**src/rtl/wdt_pkg.sv**
```systemverilog
// Package wdt_pkg
// Shared widths, field positions, register selects and reset values for the
// windowed watchdog. Assumes a 7-bit counter whose bit 6 marks the live range.
package wdt_pkg;

    localparam int CNT_W   = 7;
    localparam int PSC_W   = 2;
    localparam int WDATA_W = 10;

    // Write data field positions
    localparam int EN_BIT  = 7;   // count register: one-way enable
    localparam int PSC_LSB = 7;   // config register: prescaler select [8:7]
    localparam int IE_BIT  = 9;   // config register: interrupt enable
    localparam int CLR_BIT = 0;   // status register: flag clear

    typedef logic [CNT_W-1:0] wd_cnt_t;

    localparam wd_cnt_t CNT_FLOOR   = 7'h40;
    localparam wd_cnt_t CNT_WAKE    = 7'h41;
    localparam wd_cnt_t CNT_RST_VAL = 7'h7F;
    localparam wd_cnt_t WIN_RST_VAL = 7'h7F;

    typedef enum logic [1:0] {
        REG_COUNT  = 2'd0,
        REG_CONFIG = 2'd1,
        REG_STATUS = 2'd2
    } wd_reg_e;

endpackage

```
**src/rtl/wdt_regs.sv**
```systemverilog
// Module wdt_regs
// Decodes the write port into strobes and holds the configuration state:
// one-way enable, window value, prescaler select and interrupt enable.
// Assumes single-cycle write strobes; address 3 is ignored.
module wdt_regs
    import wdt_pkg::*;
(
    input  logic                 clk,
    input  logic                 rst_n,
    input  logic                 wr_en,
    input  logic [1:0]           wr_addr,
    input  logic [WDATA_W-1:0]   wr_data,
    output logic                 cnt_wr,
    output wd_cnt_t              cnt_wdata,
    output logic                 flag_clr,
    output logic                 en_q,
    output wd_cnt_t              win_q,
    output logic [PSC_W-1:0]     psc_q,
    output logic                 ie_q
);

    logic cfg_wr;
    logic stat_wr;

    // Address decode into per-register strobes
    always_comb begin
        cnt_wr    = wr_en && (wr_addr == REG_COUNT);
        cfg_wr    = wr_en && (wr_addr == REG_CONFIG);
        stat_wr   = wr_en && (wr_addr == REG_STATUS);
        cnt_wdata = wr_data[CNT_W-1:0];
        flag_clr  = stat_wr && wr_data[CLR_BIT];
    end

    // Enable can only be set; only reset clears it
    always_ff @(posedge clk) begin
        if (!rst_n) begin
            en_q <= 1'b0;
        end else if (cnt_wr && wr_data[EN_BIT]) begin
            en_q <= 1'b1;
        end
    end

    // Configuration register: window, prescaler, interrupt enable
    always_ff @(posedge clk) begin
        if (!rst_n) begin
            win_q <= WIN_RST_VAL;
            psc_q <= '0;
            ie_q  <= 1'b0;
        end else if (cfg_wr) begin
            win_q <= wr_data[CNT_W-1:0];
            psc_q <= wr_data[PSC_LSB +: PSC_W];
            ie_q  <= wr_data[IE_BIT];
        end
    end

    assert_enable_sticky_R6: assert property (@(posedge clk) disable iff (!rst_n)
        en_q |=> en_q);

endmodule

```
**src/rtl/wdt_ticker.sv**
```systemverilog
// Module wdt_ticker
// Two-stage tick source: a fixed divide-by-FIXED_DIV stage feeding a
// programmable 2^n stage. Emits a one-cycle tick on the last clock of each
// period. Holds while run is low; restart zeroes both stages.
// Assumes FIXED_DIV >= 2.
module wdt_ticker
    import wdt_pkg::*;
#(
    parameter int FIXED_DIV = 4096
) (
    input  logic             clk,
    input  logic             rst_n,
    input  logic             run,
    input  logic             restart,
    input  logic [PSC_W-1:0] psc,
    output logic             tick
);

    localparam int FDIV_W    = $clog2(FIXED_DIV);
    localparam int PRE_STEPS = 1 << ((1 << PSC_W) - 1);
    localparam int PRE_W     = $clog2(PRE_STEPS);

    logic [FDIV_W-1:0] fdiv_q;
    logic [PRE_W-1:0]  pre_q;
    logic [PRE_W-1:0]  pre_lim;
    logic              fdiv_last;
    logic              pre_last;

    // Stage limits and tick decode
    always_comb begin
        pre_lim   = PRE_W'((1 << psc) - 1);
        fdiv_last = (fdiv_q == FDIV_W'(FIXED_DIV - 1));
        pre_last  = (pre_q >= pre_lim);
        tick      = run && fdiv_last && pre_last;
    end

    // Divider stages: restart wins, then advance while running
    always_ff @(posedge clk) begin
        if (!rst_n || restart) begin
            fdiv_q <= '0;
            pre_q  <= '0;
        end else if (run) begin
            if (fdiv_last) begin
                fdiv_q <= '0;
                pre_q  <= pre_last ? '0 : pre_q + 1'b1;
            end else begin
                fdiv_q <= fdiv_q + 1'b1;
            end
        end
    end

    assert_restart_zero_R2: assert property (@(posedge clk) disable iff (!rst_n)
        restart |=> (fdiv_q == '0) && (pre_q == '0));

    assert_hold_when_frozen_R9: assert property (@(posedge clk) disable iff (!rst_n)
        (!run && !restart) |=> ($stable(fdiv_q) && $stable(pre_q)));

endmodule

```
**src/rtl/wdt_core.sv**
```systemverilog
// Module wdt_core
// The down-counter with window and floor checks. Produces a registered
// one-cycle reset request and the early-warning flag.
// Assumes tick is only ever high while the block is enabled.
// A count write takes priority over a tick in the same cycle.
module wdt_core
    import wdt_pkg::*;
(
    input  logic    clk,
    input  logic    rst_n,
    input  logic    en_q,
    input  logic    tick,
    input  logic    cnt_wr,
    input  wd_cnt_t cnt_wdata,
    input  wd_cnt_t win_q,
    input  logic    flag_clr,
    input  logic    ie_q,
    output wd_cnt_t cnt_q,
    output logic    rst_req_q,
    output logic    flag_q,
    output logic    irq_o
);

    wd_cnt_t cnt_dec;
    logic    roll;
    logic    low_wr;
    logic    early_wr;
    logic    wake_set;

    // Failure and wake conditions for this cycle
    always_comb begin
        cnt_dec  = cnt_q - wd_cnt_t'(1);
        roll     = tick && !cnt_wr && cnt_q[CNT_W-1] && !cnt_dec[CNT_W-1];
        low_wr   = cnt_wr && en_q && !cnt_wdata[CNT_W-1];
        early_wr = cnt_wr && en_q && (cnt_q > win_q);
        wake_set = tick && !cnt_wr && (cnt_dec == CNT_FLOOR);
        irq_o    = flag_q && ie_q;
    end

    // Counter: reload on write, else step down on tick
    always_ff @(posedge clk) begin
        if (!rst_n) begin
            cnt_q <= CNT_RST_VAL;
        end else if (cnt_wr) begin
            cnt_q <= cnt_wdata;
        end else if (tick) begin
            cnt_q <= cnt_dec;
        end
    end

    // Reset request: one cycle per failing event
    always_ff @(posedge clk) begin
        if (!rst_n) begin
            rst_req_q <= 1'b0;
        end else begin
            rst_req_q <= roll || low_wr || early_wr;
        end
    end

    // Early-warning flag: set beats clear
    always_ff @(posedge clk) begin
        if (!rst_n) begin
            flag_q <= 1'b0;
        end else begin
            flag_q <= wake_set || (flag_q && !flag_clr);
        end
    end

    assert_step_down_R2: assert property (@(posedge clk) disable iff (!rst_n)
        (tick && !cnt_wr) |=> (cnt_q == wd_cnt_t'($past(cnt_q) - 1)));

    assert_rollover_req_R3: assert property (@(posedge clk) disable iff (!rst_n)
        (tick && !cnt_wr && cnt_q == CNT_FLOOR) |=> rst_req_q);

    assert_low_write_req_R4: assert property (@(posedge clk) disable iff (!rst_n)
        (cnt_wr && en_q && (cnt_wdata < CNT_FLOOR)) |=> rst_req_q);

    assert_early_refresh_req_R5: assert property (@(posedge clk) disable iff (!rst_n)
        (cnt_wr && en_q && (cnt_q > win_q)) |=> rst_req_q);

    assert_quiet_when_off_R7: assert property (@(posedge clk) disable iff (!rst_n)
        !en_q |=> !rst_req_q);

    assert_wake_flag_R8: assert property (@(posedge clk) disable iff (!rst_n)
        (tick && !cnt_wr && cnt_q == CNT_WAKE) |=> flag_q);

endmodule

```
**src/rtl/win_watchdog.sv**
```systemverilog
// Module win_watchdog
// Top of the windowed watchdog: register decode, tick source and counter
// core. Assumes a free-running peripheral clock and synchronous reset.
module win_watchdog
    import wdt_pkg::*;
#(
    parameter int FIXED_DIV = 4096
) (
    input  logic               clk,
    input  logic               rst_n,
    input  logic               wr_en,
    input  logic [1:0]         wr_addr,
    input  logic [WDATA_W-1:0] wr_data,
    input  logic               dbg_freeze,
    output logic               rst_req_o,
    output logic               irq_o,
    output logic [CNT_W-1:0]   count_o,
    output logic               wake_flag_o
);

    logic             cnt_wr;
    wd_cnt_t          cnt_wdata;
    logic             flag_clr;
    logic             en_q;
    wd_cnt_t          win_q;
    logic [PSC_W-1:0] psc_q;
    logic             ie_q;
    logic             run;
    logic             tick;
    wd_cnt_t          cnt_q;

    // Dividers advance only while enabled and not frozen
    always_comb begin
        run     = en_q && !dbg_freeze;
        count_o = cnt_q;
    end

    wdt_regs u_regs (
        .clk       (clk),
        .rst_n     (rst_n),
        .wr_en     (wr_en),
        .wr_addr   (wr_addr),
        .wr_data   (wr_data),
        .cnt_wr    (cnt_wr),
        .cnt_wdata (cnt_wdata),
        .flag_clr  (flag_clr),
        .en_q      (en_q),
        .win_q     (win_q),
        .psc_q     (psc_q),
        .ie_q      (ie_q)
    );

    wdt_ticker #(.FIXED_DIV(FIXED_DIV)) u_ticker (
        .clk     (clk),
        .rst_n   (rst_n),
        .run     (run),
        .restart (cnt_wr),
        .psc     (psc_q),
        .tick    (tick)
    );

    wdt_core u_core (
        .clk       (clk),
        .rst_n     (rst_n),
        .en_q      (en_q),
        .tick      (tick),
        .cnt_wr    (cnt_wr),
        .cnt_wdata (cnt_wdata),
        .win_q     (win_q),
        .flag_clr  (flag_clr),
        .ie_q      (ie_q),
        .cnt_q     (cnt_q),
        .rst_req_q (rst_req_o),
        .flag_q    (wake_flag_o),
        .irq_o     (irq_o)
    );

endmodule

```
**config.mk**
```make
export PLATFORM = sky130hd
export DESIGN_NAME = win_watchdog
export DESIGN_NICKNAME = d
export VERILOG_FILES = /design/src/rtl/wdt_pkg.sv /design/src/rtl/wdt_regs.sv /design/src/rtl/wdt_ticker.sv /design/src/rtl/wdt_core.sv /design/src/rtl/win_watchdog.sv
export SDC_FILE = /design/constraint.sdc
export NUM_CORES = 1
export LEC_CHECK = 0
export BUFFER_PORTS_ARGS = -buffer_cell sky130_fd_sc_hd__buf_4
export CAP_MARGIN = 20
export CORE_MARGIN = 10
export CORE_UTILIZATION = 40
export CTS_BUF_LIST = sky130_fd_sc_hd__clkbuf_8
export CTS_CLUSTER_DIAMETER = 60
export DETAILED_ROUTE_END_ITERATION = 8
export PLACE_DENSITY_LB_ADDON = 0.2
export SLEW_MARGIN = 20
export SYNTH_ARGS = -nofsm -noshare
export SYNTH_HDL_FRONTEND = slang
export SYNTH_HIERARCHICAL = 1
export SYNTH_SLANG_ARGS = --single-unit
export TNS_END_PERCENT = 30
```
**constraint.sdc**
```tcl
create_clock -name clk -period 5.2 [get_ports clk]
set_input_delay 0.26 -clock clk [delete_from_list [all_inputs] [get_ports clk]]
set_output_delay 0.26 -clock clk [all_outputs]
set_load 0.005 [all_outputs]
```
* Yosys cells after proc, flatten, opt, wreduce, memory -nomap -nowiden
Index checks and enable logic that the tools add are counted.
** Operators by class
- $add $sub $neg :: 4
- Shift-type cells :: 1
- Equality and inequality tests :: 4
- Bitwise gates (word level) :: 0
- $lt $le $gt $ge :: 2
- Divide/modulo/power cells :: 0
- Reductions and logical operators :: 30
- Multipliers :: 0
- Mux-type cells :: 4
** Operators by type and width (count)
- logical AND 1 bit :: 17
- 2-to-1 mux 7 bit :: 2
- adder 12 x 1 -> 12 bit (second input constant) :: 1
- == test 12 bit (second input constant) :: 1
- 2-to-1 mux 12 bit :: 1
- == test 7 bit (second input constant) :: 1
- > comparator 7 bit :: 1
- subtractor 7 x 1 -> 7 bit (second input constant) :: 1
- logical NOT 1 bit :: 6
- logical OR 1 bit :: 4
- adder 3 x 1 -> 3 bit (second input constant) :: 1
- greater-or-equal comparator 3 bit :: 1
- 2-to-1 mux 3 bit :: 1
- << shifter 1 x 2 -> 3 bit (first input constant) :: 1
- subtractor 3 x 2 -> 3 bit (second input constant) :: 1
- == test 2 x 1 -> 1 bit (second input constant) :: 1
- == test 2 bit (second input constant) :: 1
- logical NOT 2 bit :: 1
- AND reduction 2 bit :: 1
- nonzero test 2 bit :: 1
** Storage, ports and cells
- ROM bits :: 0
- Memories :: 0
- Output and inout bits :: 10
- Memory bits (writable) :: 0
- Flip-flop bits (word level) :: 35
- Logic and storage cells :: 54
- Latch bits :: 0

* Logic depth before layout (Yosys ltp)
Gate-level depths: netlist (run 1).
- Depth in word-level cells :: 9
- Mapped depth :: 10

* Cells and area by module
The synthesis (run 1) kept the hierarchy.
** Modules (own cells, without submodules)
- wdt_ticker :: instances 1, area each 777.0 µm², cells each 90, seq. area each 300.3 µm²
- wdt_core :: instances 1, area each 713.2 µm², cells each 85, seq. area each 180.2 µm²
- wdt_regs :: instances 1, area each 549.3 µm², cells each 58, seq. area each 220.2 µm²
- win_watchdog :: instances 1, area each 13.8 µm², cells each 1, seq. area each 0.0 µm²

* Worst setup path after synthesis (run 1)
Ideal clock, no wire load.
- Kind :: reg2reg
- From :: register u_ticker.fdiv_q[0]
- To :: register u_core.cnt_q[5]
- Slack :: 2.787 ns
- Setup time :: 0.137 ns
- Stages on the path, launching flop included :: 10
- Buffers on the path :: 1
- Data arrival time :: 2.276 ns
- Cell sequence :: dfxtp_1 > ha_1 > nand3_1 > or4_4 > nor2_1 > buf_4 > or4b_4 > nor3_2 > xnor2_1 > o211ai_2
** On the way
- Word-level cells in the longest chain between the ends :: 4
** Ends and longest elaborated chain
- from (decl) :: RTL line wdt_ticker.sv:23 : logic [FDIV_W-1:0] fdiv_q;
- from (signal assigned) :: RTL line wdt_ticker.sv:47 : fdiv_q <= fdiv_q + 1'b1;
- == test 12 bit :: RTL line wdt_ticker.sv:32 : fdiv_last = (fdiv_q == FDIV_W'(FIXED_DIV - 1));
- logical AND 1 bit (2 in a row) :: RTL line wdt_ticker.sv:34 : tick = run && fdiv_last && pre_last;
- named net tick :: RTL line win_watchdog.sv:29 : logic tick;
- nonzero test 2 bit (no line)
- to (signal assigned) :: RTL line wdt_core.sv:45 : cnt_q <= cnt_wdata;
- to (signal assigned) :: RTL line wdt_core.sv:47 : cnt_q <= cnt_dec;
- to (decl) :: RTL line wdt_core.sv:18 : output wd_cnt_t cnt_q,
The timed path passes the listed nets, and every way through them passes these cells.
A chain may end at the register's enable or synchronous reset.

* Final worst setup path (run 1)
- From :: register u_regs.en_q
- To :: register u_core.cnt_q[5]
** On the way
- Word-level cells in the longest chain between the ends :: 4
** Ends and longest elaborated chain
- from (decl) :: RTL line wdt_regs.sv:16 : output logic en_q,
- from (signal assigned) :: RTL line wdt_regs.sv:37 : en_q <= 1'b0;
- from (signal assigned) :: RTL line wdt_regs.sv:39 : en_q <= 1'b1;
- logical AND 1 bit :: RTL line win_watchdog.sv:34 : run = en_q && !dbg_freeze;
- named net run :: RTL line win_watchdog.sv:28 : logic run;
- logical AND 1 bit (2 in a row) :: RTL line wdt_ticker.sv:34
- named net tick :: RTL line win_watchdog.sv:29
- nonzero test 2 bit (no line)
The timed path passes the listed nets, and every way through them passes these cells.

==> results of run 1 <==
-- Yosys cell counts (all sizes together) --
| cell type | number | area share, % |
|---|---|---|
| dfxtp | 35 | 34 |
| nand2 | 27 | 4.9 |
| nor2 | 20 | 3.7 |
| inv | 19 | 3.5 |
| ha | 14 | 8.5 |
| buf | 13 | 4.8 |
| xnor2 | 10 | 4.3 |
| nand3 | 9 | 2.2 |
| o211ai | 9 | 3.5 |
| nand4b | 8 | 3.4 |
| mux2i | 7 | 3.4 |
| xor2 | 7 | 3.0 |
| nand3b | 6 | 2.2 |
| a21oi | 5 | 1.2 |
| nand2b | 5 | 1.9 |
| nand4 | 4 | 2.0 |
| clkbuf | 3 | 0.55 |
| nor3 | 3 | 0.98 |
| nor4 | 3 | 0.91 |
| a31oi | 2 | 0.61 |
| nor4bb | 2 | 0.98 |
| o21ai | 2 | 0.49 |
| o31ai | 2 | 0.73 |
| or4 | 2 | 0.91 |
| a211oi | 1 | 0.37 |
| a21boi | 1 | 0.37 |
| a21o | 1 | 0.37 |
| a2bb2oi | 1 | 0.43 |
| a41oi | 1 | 0.43 |
| and2 | 1 | 0.30 |
| and3 | 1 | 0.30 |
| and3b | 1 | 0.49 |
| and4 | 1 | 0.43 |
| and4b | 1 | 0.49 |
| nor2b | 1 | 0.67 |
| nor3b | 1 | 0.37 |
| o211a | 1 | 0.49 |
| o21a | 1 | 0.37 |
| o221ai | 1 | 0.43 |
| or2 | 1 | 0.30 |
| or4b | 1 | 0.67 |
-- worst reg2reg max path: cells and delay by family, from the launching register on --
kind / cells / cell delay (ns)
XOR/XNOR: 1 / 0.16
AND/OR/NAND/NOR: 6 / 2.03
AO/OA/AOI/OAI: 1 / 0.09
flip-flops: 1 / 0.37
-- power breakdown --
group	switching (mW)	internal, mW	leakage, nW	total (mW)
clock	0.0983	0.119	0.0557	0.217
sequential	0.00640	0.274	0.284	0.281
combinational	0.0302	0.0281	0.631	0.0583
-- worst paths after layout --
kind,from,end,cells past startpoint
setup reg to reg,u_regs/en_q,u_core/cnt_q[5],8
hold reg to reg,u_regs/ie_q,u_regs/ie_q,2
hold / removal,wr_data[4],u_core/cnt_q[4],3
setup / recovery,u_regs/en_q,u_core/cnt_q[5],8
-- cells by family after synthesis --
logic type      after synthesis  synth area share [%]
compound gates               28                  9.81
xor+xnor                     17                  7.25
simple gates                 98                  28.0
mux                           7                  3.41
buf+inv                      35                  8.84
fa+ha+maj                    14                  8.53
flops                        35                  34.1
-- state kept, by name (all words and copies together), names as in the netlist --
| register | flops |
|---|---|
| u_core/rst_req_q | 1 |
| u_regs/ie_q | 1 |
| u_ticker/pre_q | 3 |
| u_regs/psc_q | 2 |
| u_regs/win_q | 7 |
| u_ticker/fdiv_q | 12 |
| u_core/flag_q | 1 |
| u_core/cnt_q | 7 |
| u_regs/en_q | 1 |
-- cell usage in the layout (no fill, tap or decap), types with 8 or more instances in the layout --
| cell | Yosys | layout |
|---|---|---|
| dfxtp_1 | 35 | 35 |
| nand2_1 | 27 | 27 |
| buf_4 | 9 | 26 |
| inv_1 | 19 | 20 |
| nor2_1 | 20 | 20 |
| ha_1 | 14 | 14 |
| xnor2_1 | 10 | 10 |
| nand3_1 | 9 | 9 |
| o211ai_1 | 8 | 8 |
| nand4b_1 | 8 | 8 |
-- layout make-up --
cell class / instances / area, µm² / area share [%]
clock buffer: 7 / 96.3 / 4.13
tap: 70 / 87.6 / 3.76
timing repair buffer: 26 / 195 / 8.37
clock inverter: 1 / 3.75 / 0.161
sequential: 35 / 701 / 30.1
inverter: 19 / 71.3 / 3.06
multi-input combinational: 164 / 1180 / 50.5
-- layer usage --
layer	vias to the layer above	global-route usage [%]	wire (µm)
met5	-	0	0
met4	0	4.57	59
met3	5	2.77	199
met2	26	19.0	2190
met1	763	13.1	2090
li1	838	-	-
-- per-stage QoR --
| stage | util (%) | instances | area, µm² | power [mW] |
|---|---|---|---|---|
| finish | 46.2 | 322 | 2330 | 0.556 |
| CTS | 46.2 | 322 | 2330 | 0.562 |
| global placement | 44.2 | 314 | 2230 | 0.345 |
| global route | 46.2 | 322 | 2330 | 0.582 |
| detailed placement | 44.2 | 314 | 2230 | 0.345 |
| floorplan | - | 234 | 2050 | 0.325 |
==> out/metrics.yaml, run 1 <==
status: "complete, no violations"
clock_skew_ns: 0.00904
ys_ff_latch: 35
fin_nets: 281
cts_tree: "done"
grt_antenna_before_repair: 0
finalCritPeriodShare_pct: 53.2
cellLeakagePower_nw: 0.971
dieArea_um2: 8400
critPathLaunchType: "flip-flop"
timing.fmax_mhz: 362
post_cts_buffers: 0
track_usage_pct: 11.2
crit_fanout: 8
drcViolationCount: 0
p_per_area_nw_per_um2: 239
synth_cell_types: 49
yosysWarnings: 6
cts_sinks: 35
num-fill-cells: 482
cts_root_buffer: "clkbuf_8"
via_per_inst: 5.07
layout_setup_ws_ns: 2.43
crit_family: "simple AND/OR/NAND/NOR gates"
grt_setup_unrepaired: "false"
num_rows: 26
hp-class: "primary input to flip-flop"
fp.dieW_um: 91.6
syn_inst: 234
regToRegSetupSlack_ns: 2.43
ant_nets: 0
cts_max_path_buffers: 2
area_growth_syn_to_layout_pct: 13.5
port-buffer-count: 25
drt_iter0_drc: 90
clk_pin_slew_ns: 0.08
gp_congestion: 0.777
cts_htree_levels: 2
slowest_delay_ns: 0.56
yosysSeqAreaShare_pct: 34.1
tightest_slew_ns: 0.598
cp_data_arrival_time_ns: 2.93
final-hold-violation-count: 0
syn_area_um2: 2050
syn_nets: 264
drive_gt1_share_pct: 17.1
holdWs_ns: 0.195
coreArea_um2: 5040
io_pins: 26
postCtsHoldBufs: 0
setup_violations: 0
worstSkewPairLatency_ns: 0.29
path_cells: "nor2b_4 > nand3_1 > or4_4 > nor2_1 > or4b_4 > nor3_2 > xnor2_1 > o211ai_2"
fin_crit_ns: 2.77
grt_max_degree: 28
max-slew-margin-rel_pct: 59.8
num_vias: 1632
num_antenna_cells: 0
drt_wl_total_um: 4540
fin_tns_setup_ns: 0
grt_pass1_wl_um: 7830
crit_buf_inv: 0
slew_viol_final: 0
cp_slowest_cell: "or4_4"
drt_pass1_iterations: 4
overflow: 0
cp-end-kind: "flip-flop"
cts_made_buffers: 5
detailed_place_hpwl_um: 3350
fp.dieH_um: 91.6
cts_resized: 0
start_util_pct: 40.7
wl_per_cell_um: 14.1
crit_type: "flip-flop to flip-flop"
post_synth.cell_area_avg_um2: 8.77
peakVddDrop_mv: 0.109
grt_pass1_vias: 1646
maxCapViolations: 0
cp.required_ns: 5.37
preCtsSetupSlack_ns: 2.45
Note: power is estimated with default switching activity, not from simulation.
==> run 2: changes to the inputs <==
==> constraint.sdc (replaced) <==
create_clock -name clk -period 2.6 [get_ports clk]
set_input_delay 0.13 -clock clk [delete_from_list [all_inputs] [get_ports clk]]
set_output_delay 0.13 -clock clk [all_outputs]
set_load 0.005 [all_outputs]
==> run 2 against run 1 <==
Effect of this change: non-clock buffer count up 2; sequential cell count did not move; clock skew down 0.0038 ns; sequential power up 100%; total power up 93%; critical endpoint unchanged.
==> out/metrics.yaml, run 2 (same netlist as run 1, synthesis figures left out) <==
whs_path_depth: 3
path_cells: "ha_1 > nand3_1 > or4_4 > nor2_2 > or4b_4 > nor3_2 > xnor2_1 > o211ai_2"
grt_antenna_before_repair: 0
cp_slowest_cell: "or4_4"
cp-end-kind: "flip-flop"
cts_tree: "done"
crit_type: "flip-flop to flip-flop"
grt_pass1_vias: 1593
critical_path.startpoint: "u_ticker/fdiv_q[0]"
num_rows: 26
timing.fmax_mhz: 410
cts_htree_levels: 2
slew_viol_final: 0
layout_commonest_cell: "dfxtp_1"
crit_fanout: 5
tightest_slew_ns: 0.582
rr_endpoint: "u_core/cnt_q[5]"
wl_per_cell_um: 13.5
max-slew-margin-rel_pct: 60.8
finalCritPeriodShare_pct: 93.9
grt_max_degree: 28
placedCellCount: 315
r2r_cells: 8
min_from: "wr_data[5]"
hp-class: "primary input to flip-flop"
drcViolationCount: 0
holdPathEnd: "u_core/cnt_q[5]"
setup_violations: 0
drt_wl_total_um: 4370
fin_nets: 283
r2r_start: "u_ticker/fdiv_q[0]"
coreArea_um2: 5040
fin_crit_ns: 2.44
worstSkewPairLatency_ns: 0.28
power_mw: 1.07
power.share.switching_pct: 24.2
largest-register: "u_ticker/fdiv_q"
cts_made_buffers: 5
gp_congestion: 0.844
dpl_cell_area_um2: 2240
mostFrequentLayoutCells: "dfxtp_1, buf_4, nand2_1"
grt_setup_unrepaired: "false"
cp_data_arrival_time_ns: 2.60
cts_max_path_buffers: 2
status: "complete, no violations"
drt_pass1_iterations: 4
p_seq_share_pct: 52.4
num_antenna_cells: 0
crit_buf_inv: 0
final_area_um2: 2340
path_depth: 8
clkPwrFrac_pct: 36.9
combPwrFrac_pct: 10.7
critPathLaunchType: "flip-flop"
fp.dieH_um: 91.6
drive_gt1_share_pct: 18.2
cts_sinks: 35
crit_family: "simple AND/OR/NAND/NOR gates"
final-hold-violation-count: 0
overflow: 0
via_per_inst: 5.14
start_util_pct: 40.7
drt_iter0_drc: 62
postCtsHoldBufs: 0
power_switching_mw: 0.259
grt_pass1_wl_um: 7650
io_pins: 26
holdWs_ns: 0.0701
cellLeakagePower_nw: 0.973
port-buffer-count: 25
ant_nets: 0
num_vias: 1661
clock_skew_ns: 0.00522
maxCapViolations: 0
num-fill-cells: 493
detailed_place_hpwl_um: 3300
fin_tns_setup_ns: 0
cts_root_buffer: "clkbuf_8"
largest_reg_flops: 12
regToRegSetupSlack_ns: 0.16
intPower_mw: 0.813
track_usage_pct: 11.1
peakVddDrop_mv: 0.271
area_growth_syn_to_layout_pct: 13.8
slowest_delay_ns: 0.56
top_regs: "u_ticker/fdiv_q: 12 flops, u_core/cnt_q: 7 flops, u_regs/win_q: 7 flops"
p_per_area_nw_per_um2: 459
clk_pin_slew_ns: 0.07
cp.required_ns: 2.76
final_cell_count_no_fill: 323
dieArea_um2: 8400
fp.dieW_um: 91.6
-- run 2: changes by cell type in the layout (fill, tap and decap cells not counted), sizes merged --
cell / delta
buf: +2
clkbuf: -1
inv: -1
clkinv: +1
-- run 2: stage by stage --
step / setup slack, ns / util [%]
after floorplan: 0.187 / -
after global placement: 0.215 / 44.4
after detailed placement: 0.127 / 44.4
after CTS: 0.116 / 46.1
after global routing: 0.0152 / 46.3
final: 0.158 / 46.3
-- run 2: worst max-delay path by stage --
stage	slack [ns]	end
after global routing	0.02	u_core/cnt_q[5]
after detailed placement	0.13	u_core/cnt_q[5]
after global placement	0.21	u_core/cnt_q[5]
after floorplan	0.19	u_core/cnt_q[5]
after CTS	0.12	u_core/cnt_q[5]
final	0.16	u_core/cnt_q[5]
-- run 2: layout make-up --
class	count	area [µm²]	area share, %
multi-input cells	164	1180	50.5
inverters	19	71.3	3.05
repair buffers	28	210	9.00
well taps	70	87.6	3.75
flip-flops and latches	35	701	30.0
clock buffers	6	82.6	3.54
clock inverters	1	5.00	0.214
-- run 2: routing by layer --
| metal | track usage (%) | vias up | part of all wire, % | routed length, µm |
|---|---|---|---|---|
| met1 | 13.1 | 775 | 45 | 1960 |
| met2 | 18.5 | 30 | 49 | 2150 |
| met5 | 0 | - | 0 | 0 |
| met4 | 4.31 | 0 | 1.7 | 74 |
| met3 | 3.34 | 8 | 4.2 | 184 |
| li1 | - | 848 | - | - |
-- run 2: timing repair --
action / 4_1_cts / 5_1_grt
setup endpoints to repair: 0 / 1
buffers inserted: 0 / 1
resized for setup: 0 / 1
-- run 2: worst register-to-register path, cell delays in order, from the launching register on --
cell and delay, ns:
dfxtp_1 0.37, ha_1 0.22, nand3_1 0.15, or4_4 0.56, nor2_2 0.15, or4b_4 0.49, nor3_2 0.14, xnor2_1 0.16
o211ai_2 0.08
-- run 2: power by group through the flow --
stage | registers [mW] | clock network, mW | logic, mW
after CTS | 0.561 | 0.414 | 0.116
after detailed placement | 0.574 | 0 | 0.116
after global routing | 0.564 | 0.436 | 0.129
final | 0.561 | 0.396 | 0.115
after global placement | 0.574 | 0 | 0.115
after floorplan | 0.571 | 0 | 0.0802
